===== src/rtl/tts_pkg.sv =====
package tts_pkg;

    localparam int TTS_N_DEC    = 13;
    localparam int TTS_CNT_W    = 3;
    localparam int TTS_ST_W     = 3;
    localparam int TTS_SRC_W    = 2;
    localparam int TTS_LAST_CNT = 7;
    localparam int TTS_REG_W    = TTS_CNT_W + TTS_ST_W + 1;
    localparam int TTS_OUT_W    = TTS_SRC_W + 1;

    typedef enum logic [TTS_ST_W-1:0] {
        SEQ_IDLE  = 3'd0,
        SEQ_COUNT = 3'd1
    } seq_state_e;

    // Packed so that the counter lands in [6:4] and the state in [3:1].
    typedef struct packed {
        logic [TTS_CNT_W-1:0] cnt;
        seq_state_e           st;
        logic                 spare;
    } seq_reg_t;

    typedef struct packed {
        logic [TTS_SRC_W-1:0] src;
        logic                 pulse;
    } timing_word_t;

    localparam seq_reg_t SEQ_RESET = '{cnt: '0, st: SEQ_IDLE, spare: 1'b0};

    function automatic logic any_set(input logic [TTS_N_DEC-1:0] v);
        return |v;
    endfunction

endpackage


===== src/rtl/tts_flag_merge.sv =====
module tts_flag_merge
    import tts_pkg::*;
#(
    parameter int N_DEC = TTS_N_DEC
) (
    input  logic [N_DEC-1:0] dec_bits,
    output logic             trig_flag,
    output logic [N_DEC:0]   decision_word
);
    always_comb begin
        trig_flag     = any_set(dec_bits);
        decision_word = {trig_flag, dec_bits};
    end
endmodule


===== src/rtl/tts_seq_core.sv =====
module tts_seq_core
    import tts_pkg::*;
#(
    parameter int LAST_CNT = TTS_LAST_CNT
) (
    input  logic     clk,
    input  logic     rst,
    input  logic     trig_flag,
    output seq_reg_t seq_q,
    output logic     busy_q,
    output logic     pulse_q
);
    localparam logic [TTS_CNT_W-1:0] CNT_ONE  = TTS_CNT_W'(1);
    localparam logic [TTS_CNT_W-1:0] CNT_LAST = TTS_CNT_W'(LAST_CNT);

    seq_reg_t seq_d;
    logic     busy_d;
    logic     pulse_d;

    always_comb begin
        seq_d       = seq_q;
        seq_d.spare = 1'b0;
        busy_d      = busy_q;
        pulse_d     = 1'b0;
        case (seq_q.st)
            SEQ_IDLE: begin
                if (trig_flag) begin
                    seq_d.st  = SEQ_COUNT;
                    seq_d.cnt = CNT_ONE;
                    busy_d    = 1'b1;
                end else begin
                    busy_d    = 1'b0;
                end
            end
            SEQ_COUNT: begin
                if (seq_q.cnt == CNT_LAST) begin
                    seq_d.st = SEQ_IDLE;
                    busy_d   = 1'b0;
                    pulse_d  = 1'b1;
                end else begin
                    seq_d.cnt = seq_q.cnt + CNT_ONE;
                    busy_d    = 1'b1;
                end
            end
            default: begin
                seq_d.st = SEQ_IDLE;
                busy_d   = 1'b0;
            end
        endcase
    end

    always_ff @(posedge clk) begin
        if (rst) begin
            seq_q   <= SEQ_RESET;
            busy_q  <= 1'b0;
            pulse_q <= 1'b0;
        end else begin
            seq_q   <= seq_d;
            busy_q  <= busy_d;
            pulse_q <= pulse_d;
        end
    end
endmodule


===== src/rtl/tts_out_pack.sv =====
module tts_out_pack
    import tts_pkg::*;
(
    input  logic                 pulse,
    output logic [TTS_OUT_W-1:0] timing_out
);
    timing_word_t w;
    always_comb begin
        w.pulse    = pulse;
        w.src      = '0;
        timing_out = w;
    end
endmodule


===== src/rtl/trig_timing_seq.sv =====
module trig_timing_seq
    import tts_pkg::*;
#(
    parameter int N_DEC    = TTS_N_DEC,
    parameter int LAST_CNT = TTS_LAST_CNT
) (
    input  logic                 clk,
    input  logic                 rst,
    input  logic [N_DEC-1:0]     dec_bits,
    output logic [N_DEC:0]       decision_word,
    output logic [TTS_REG_W-1:0] seq_reg,
    output logic                 busy,
    output logic [TTS_OUT_W-1:0] timing_out
);
    logic     trig_flag;
    seq_reg_t seq_q;
    logic     pulse_q;

    tts_flag_merge #(.N_DEC(N_DEC)) merge_i (
        .dec_bits      (dec_bits),
        .trig_flag     (trig_flag),
        .decision_word (decision_word)
    );

    tts_seq_core #(.LAST_CNT(LAST_CNT)) core_i (
        .clk       (clk),
        .rst       (rst),
        .trig_flag (trig_flag),
        .seq_q     (seq_q),
        .busy_q    (busy),
        .pulse_q   (pulse_q)
    );

    tts_out_pack pack_i (
        .pulse      (pulse_q),
        .timing_out (timing_out)
    );

    assign seq_reg = seq_q;
endmodule


===== config.mk =====
export PLATFORM = sky130hd
export DESIGN_NAME = trig_timing_seq
export DESIGN_NICKNAME = d
export VERILOG_FILES = /design/src/rtl/tts_pkg.sv /design/src/rtl/tts_flag_merge.sv /design/src/rtl/tts_seq_core.sv /design/src/rtl/tts_out_pack.sv /design/src/rtl/trig_timing_seq.sv
export SDC_FILE = /design/constraint.sdc
export NUM_CORES = 1
export LEC_CHECK = 0
export ABC_AREA = 1
export BUFFER_PORTS_ARGS = -buffer_cell sky130_fd_sc_hd__buf_2
export CORE_AREA = 5 5 42 44
export CTS_CLUSTER_DIAMETER = 40
export DETAILED_ROUTE_END_ITERATION = 7
export DIE_AREA = 0 0 47 49
export PLACE_DENSITY = 0.82
export SETUP_SLACK_MARGIN = 0.5
export SYNTH_ARGS = -nofsm -noshare
export SYNTH_HDL_FRONTEND = slang
export SYNTH_SLANG_ARGS = --single-unit

===== constraint.sdc =====
create_clock -name clk -period 1.6 [get_ports clk]
set_input_delay 0.48 -clock clk [delete_from_list [all_inputs] [get_ports clk]]
set_output_delay 0.48 -clock clk [all_outputs]
set_load 0.01 [all_outputs]

==> key figures <==
Power
  • Seq pwr share: 34.9%
  • P_leak: between 0.3 and 0.4 nW
  • Comb pwr share: 34.0%
  • NetSw: approximately 0.00014 W
  • Cell Pwr Density: roughly 590 mW/mm^2
  • Sw Ratio: 29.1%
  • Internal Pwr Total: between 0.0003 and 0.0004 W
  • Part of the power in the clock network: between 30% and 40%
  • VDD IR max: 269 uV

Finish
  • Filler cells: approximately 120
  • # diodes: 0
  • Layout cell share with drive strength beyond 1: between 60% and 70%
  • Layout Area Growth over Synthesis: 80.3%
  • Fin nets: around 110

STA
  • Setup violations, final: 0
  • Final min period: ~1500 ps
  • Final Hold Fails: 0
  • Unrepaired setup endpoints after global routing: yes
  • Min Hold Slack: ~460 ps
  • Final setup TNS: 0 ps
  • Layout Skew: 1.52 ps
  • Slew Viols, Final: 0
  • Final period util: 96.5%
  • Fmax: between 600 and 700 MHz

Critical path
  • Crit path DAT: 1060 ps
  • CP Max Fanout: 2
  • R2R Path End: core_i.seq_q[4]$_SDFFE_PP0P_
  • Setup crit start: dec_bits[1]
  • Slowest stage cell, crit path: or2_1
  • Worst Path Required: between 1000 and 1500 ps
  • Critical path class: input pin to output pin
  • Crit-path cells: buf_6 > or2_1 > nor2_2 > nand2_2 > buf_6
  • Reg2Reg Setup Slack: 290 ps
  • Setup crit end kind: output pin
  • RR Startpoint: core_i.seq_q[4]$_SDFFE_PP0P_
  • Worst path max stage delay: about 220 ps
  • Most used cell, CP: buf_6
  • Worst r2r path cells: 6
  • Critical Path Start Type: input pin

Global route
  • Gr busiest metal: met2
  • Overflow after GRT: 0
  • First-pass GRT wire length: 1790 um
  • Total GRT Usage: 10.2%
  • Largest net degree at the start of global routing: 7
  • Initial antenna violation count: 0
  • Met1 Track Usage GR: a little under a tenth
  • GRT met3 Usage: 0.369%
  • Routing usage on met2: 20.1%
  • Number of global-route vias before repair: ~460

Logic synthesis
  • Top_reg_cell synth: dfxtp_1
  • Yosys top cell area share: 33.3%
  • Synth Register Bits: 6
  • Synth unique cells: 15
  • Yosys top cell by area: buf_4
  • Post-synth top cells: 20 x buf_4, 8 x nor2_1, 6 x dfxtp_1, 6 x nand2_1, 4 x inv_1
  • Most common cell in the netlist: buf_4
  • EDFF count, synth: 0
  • Synth Cell Area: ~450 um^2
  • Asr flop ratio synth: 0%
  • Synth Instances: 60
  • Seq/Total Area, Yosys: 26.7%
  • Synth area leaders: buf_4 33%, dfxtp_1 27%, nor2_1 6.7%
  • Syn Area/Cell: about 7.5 um^2
  • YS warnings: 0

Min path
  • Hold path cells: 2
  • Hold_sp: rst
  • Hold EP: core_i.seq_q[6]$_SDFFE_PP0P_
  • Hold Crit Class: input pin to flip-flop

Detailed routing
  • Routed len/inst: 11.7 um
  • Drt pass-1 iters: 2
  • DRT iter0 DRCs: 2
  • Antenna Nets Post-Route: 0
  • Vias: 439
  • Post-Route WL: roughly 1200 um
  • # DRC: 0
  • Avg Vias per Cell: 4.30

Flow run
  • Max Cap Viol: 0

Clock network
  • Clock tree buffer depth: 2
  • Clock sink count: 6
  • TritonCTS Buffers: 3
  • Root Buffer: clkbuf_4
  • CTS tree: done
  • Worst skew pair latency: ~250 ps
  • Clock transition at path regs: 50 ps
  • H-Tree Depth: 1

Placement
  • Placer congestion estimate: 0.637
  • Final HPWL DP: a little under 900 um
  • Count of input and output buffers: 34

Status
  • Outcome: finished, final reports clean

Die
  • DIE WIDTH: around 47 um
  • FP Rows: 14
  • Top Ports: 40
  • Die footprint: approximately 0.0023 mm^2
  • Die H: roughly 49 um
  • CORE AREA: roughly 0.0014 mm^2
  • Initial core utilization: 32.1%
placed cells by master, fill, tap and decap left out:
cell type	netlist	layout
buf_6	0	33
nor2_1	8	7
nand2_1	6	6
conb_1	1	5
dfxtp_2	0	5
inv_1	4	4
nor2_2	2	3
a21oi_2	1	3
clkbuf_4	0	3
buf_2	0	3
buf_4	20	3
nand3_2	0	2
or2_1	1	1
nand2_2	2	1
nor2_4	1	1
a21oi_4	0	1
o21bai_1	1	1
nand2_4	0	1
ha_2	0	1
ha_1	2	1
dfxtp_1	6	1
flip-flops by register name, indices dropped and copies added (netlist names):
| register | count |
|---|---|
| core_i.seq_q | 4 |
| core_i.busy_q | 1 |
| core_i.pulse_q | 1 |
metrics by stage:
stage               setup WS (ps)  util [%]  total power [W]  area, um^2  instances
global route                 26.3      57.9         0.000501         812        102
CTS                          24.0      53.9         0.000466         756        101
floorplan                     137         -         0.000246         472         64
finish                       55.6      57.9         0.000476         812        102
detailed placement           24.8      36.8         0.000265         515         95
global placement             30.6      36.8         0.000261         515         95
worst max-delay path by stage:
stage,to,slack [ps],cells after the start
2_1_floorplan,decision_word[13],140,4
3_3_place_gp,decision_word[13],30,5
3_5_place_dp,decision_word[13],20,5
4_1_cts,decision_word[13],20,5
5_1_grt,decision_word[13],30,5
6_report,decision_word[13],60,5
layout make-up:
| cell class | instances | area [um^2] | share of cell area, % |
|---|---|---|---|
| Clock buffer | 3 | 22.5 | 2.77 |
| Inverter | 4 | 15.0 | 1.85 |
| Multi-Input combinational cell | 34 | 219 | 27.0 |
| Sequential cell | 6 | 126 | 15.6 |
| Tap cell | 16 | 20.0 | 2.47 |
| Timing Repair Buffer | 39 | 409 | 50.4 |
cells by family after synthesis:
| group | after synthesis | share of synthesized area [%] |
|---|---|---|
| DFF | 6 | 26.7 |
| buffers and inverters | 24 | 36.7 |
| AOI/OAI and AO/OA | 5 | 6.94 |
| other | 1 | 0.833 |
| and+or+nand+nor | 22 | 23.3 |
| adders and majority gates | 2 | 5.55 |
worst max-delay path: cells and delay by family:
kind,cells,cell delay [ps]
buf+inv,2,210
simple gates,3,370
timing repair:
item	4_1_cts	5_1_grt
pin swaps	4	7
hold endpoints to repair	0	0
setup endpoints to repair	25	25
resized for setup	35	11
buffers inserted	3	1
hold buffers	0	0
power groups by stage:
| stage | clock (W) | combinational (W) | sequential [W] |
|---|---|---|---|
| 2_1_floorplan | 0 | 0.0000755 | 0.000170 |
| 3_5_place_dp | 0 | 0.0000983 | 0.000167 |
| 5_1_grt | 0.000160 | 0.000175 | 0.000166 |
| 4_1_cts | 0.000149 | 0.000151 | 0.000166 |
| 3_3_place_gp | 0 | 0.0000949 | 0.000166 |
| 6_report | 0.000148 | 0.000162 | 0.000166 |
layer usage:
metal	up-vias	routed length [um]
met5	-	0
met4	0	12
met3	2	67
met2	19	729
met1	206	379
li1	212	-
No activity file was read; power rests on OpenSTA's default activity.
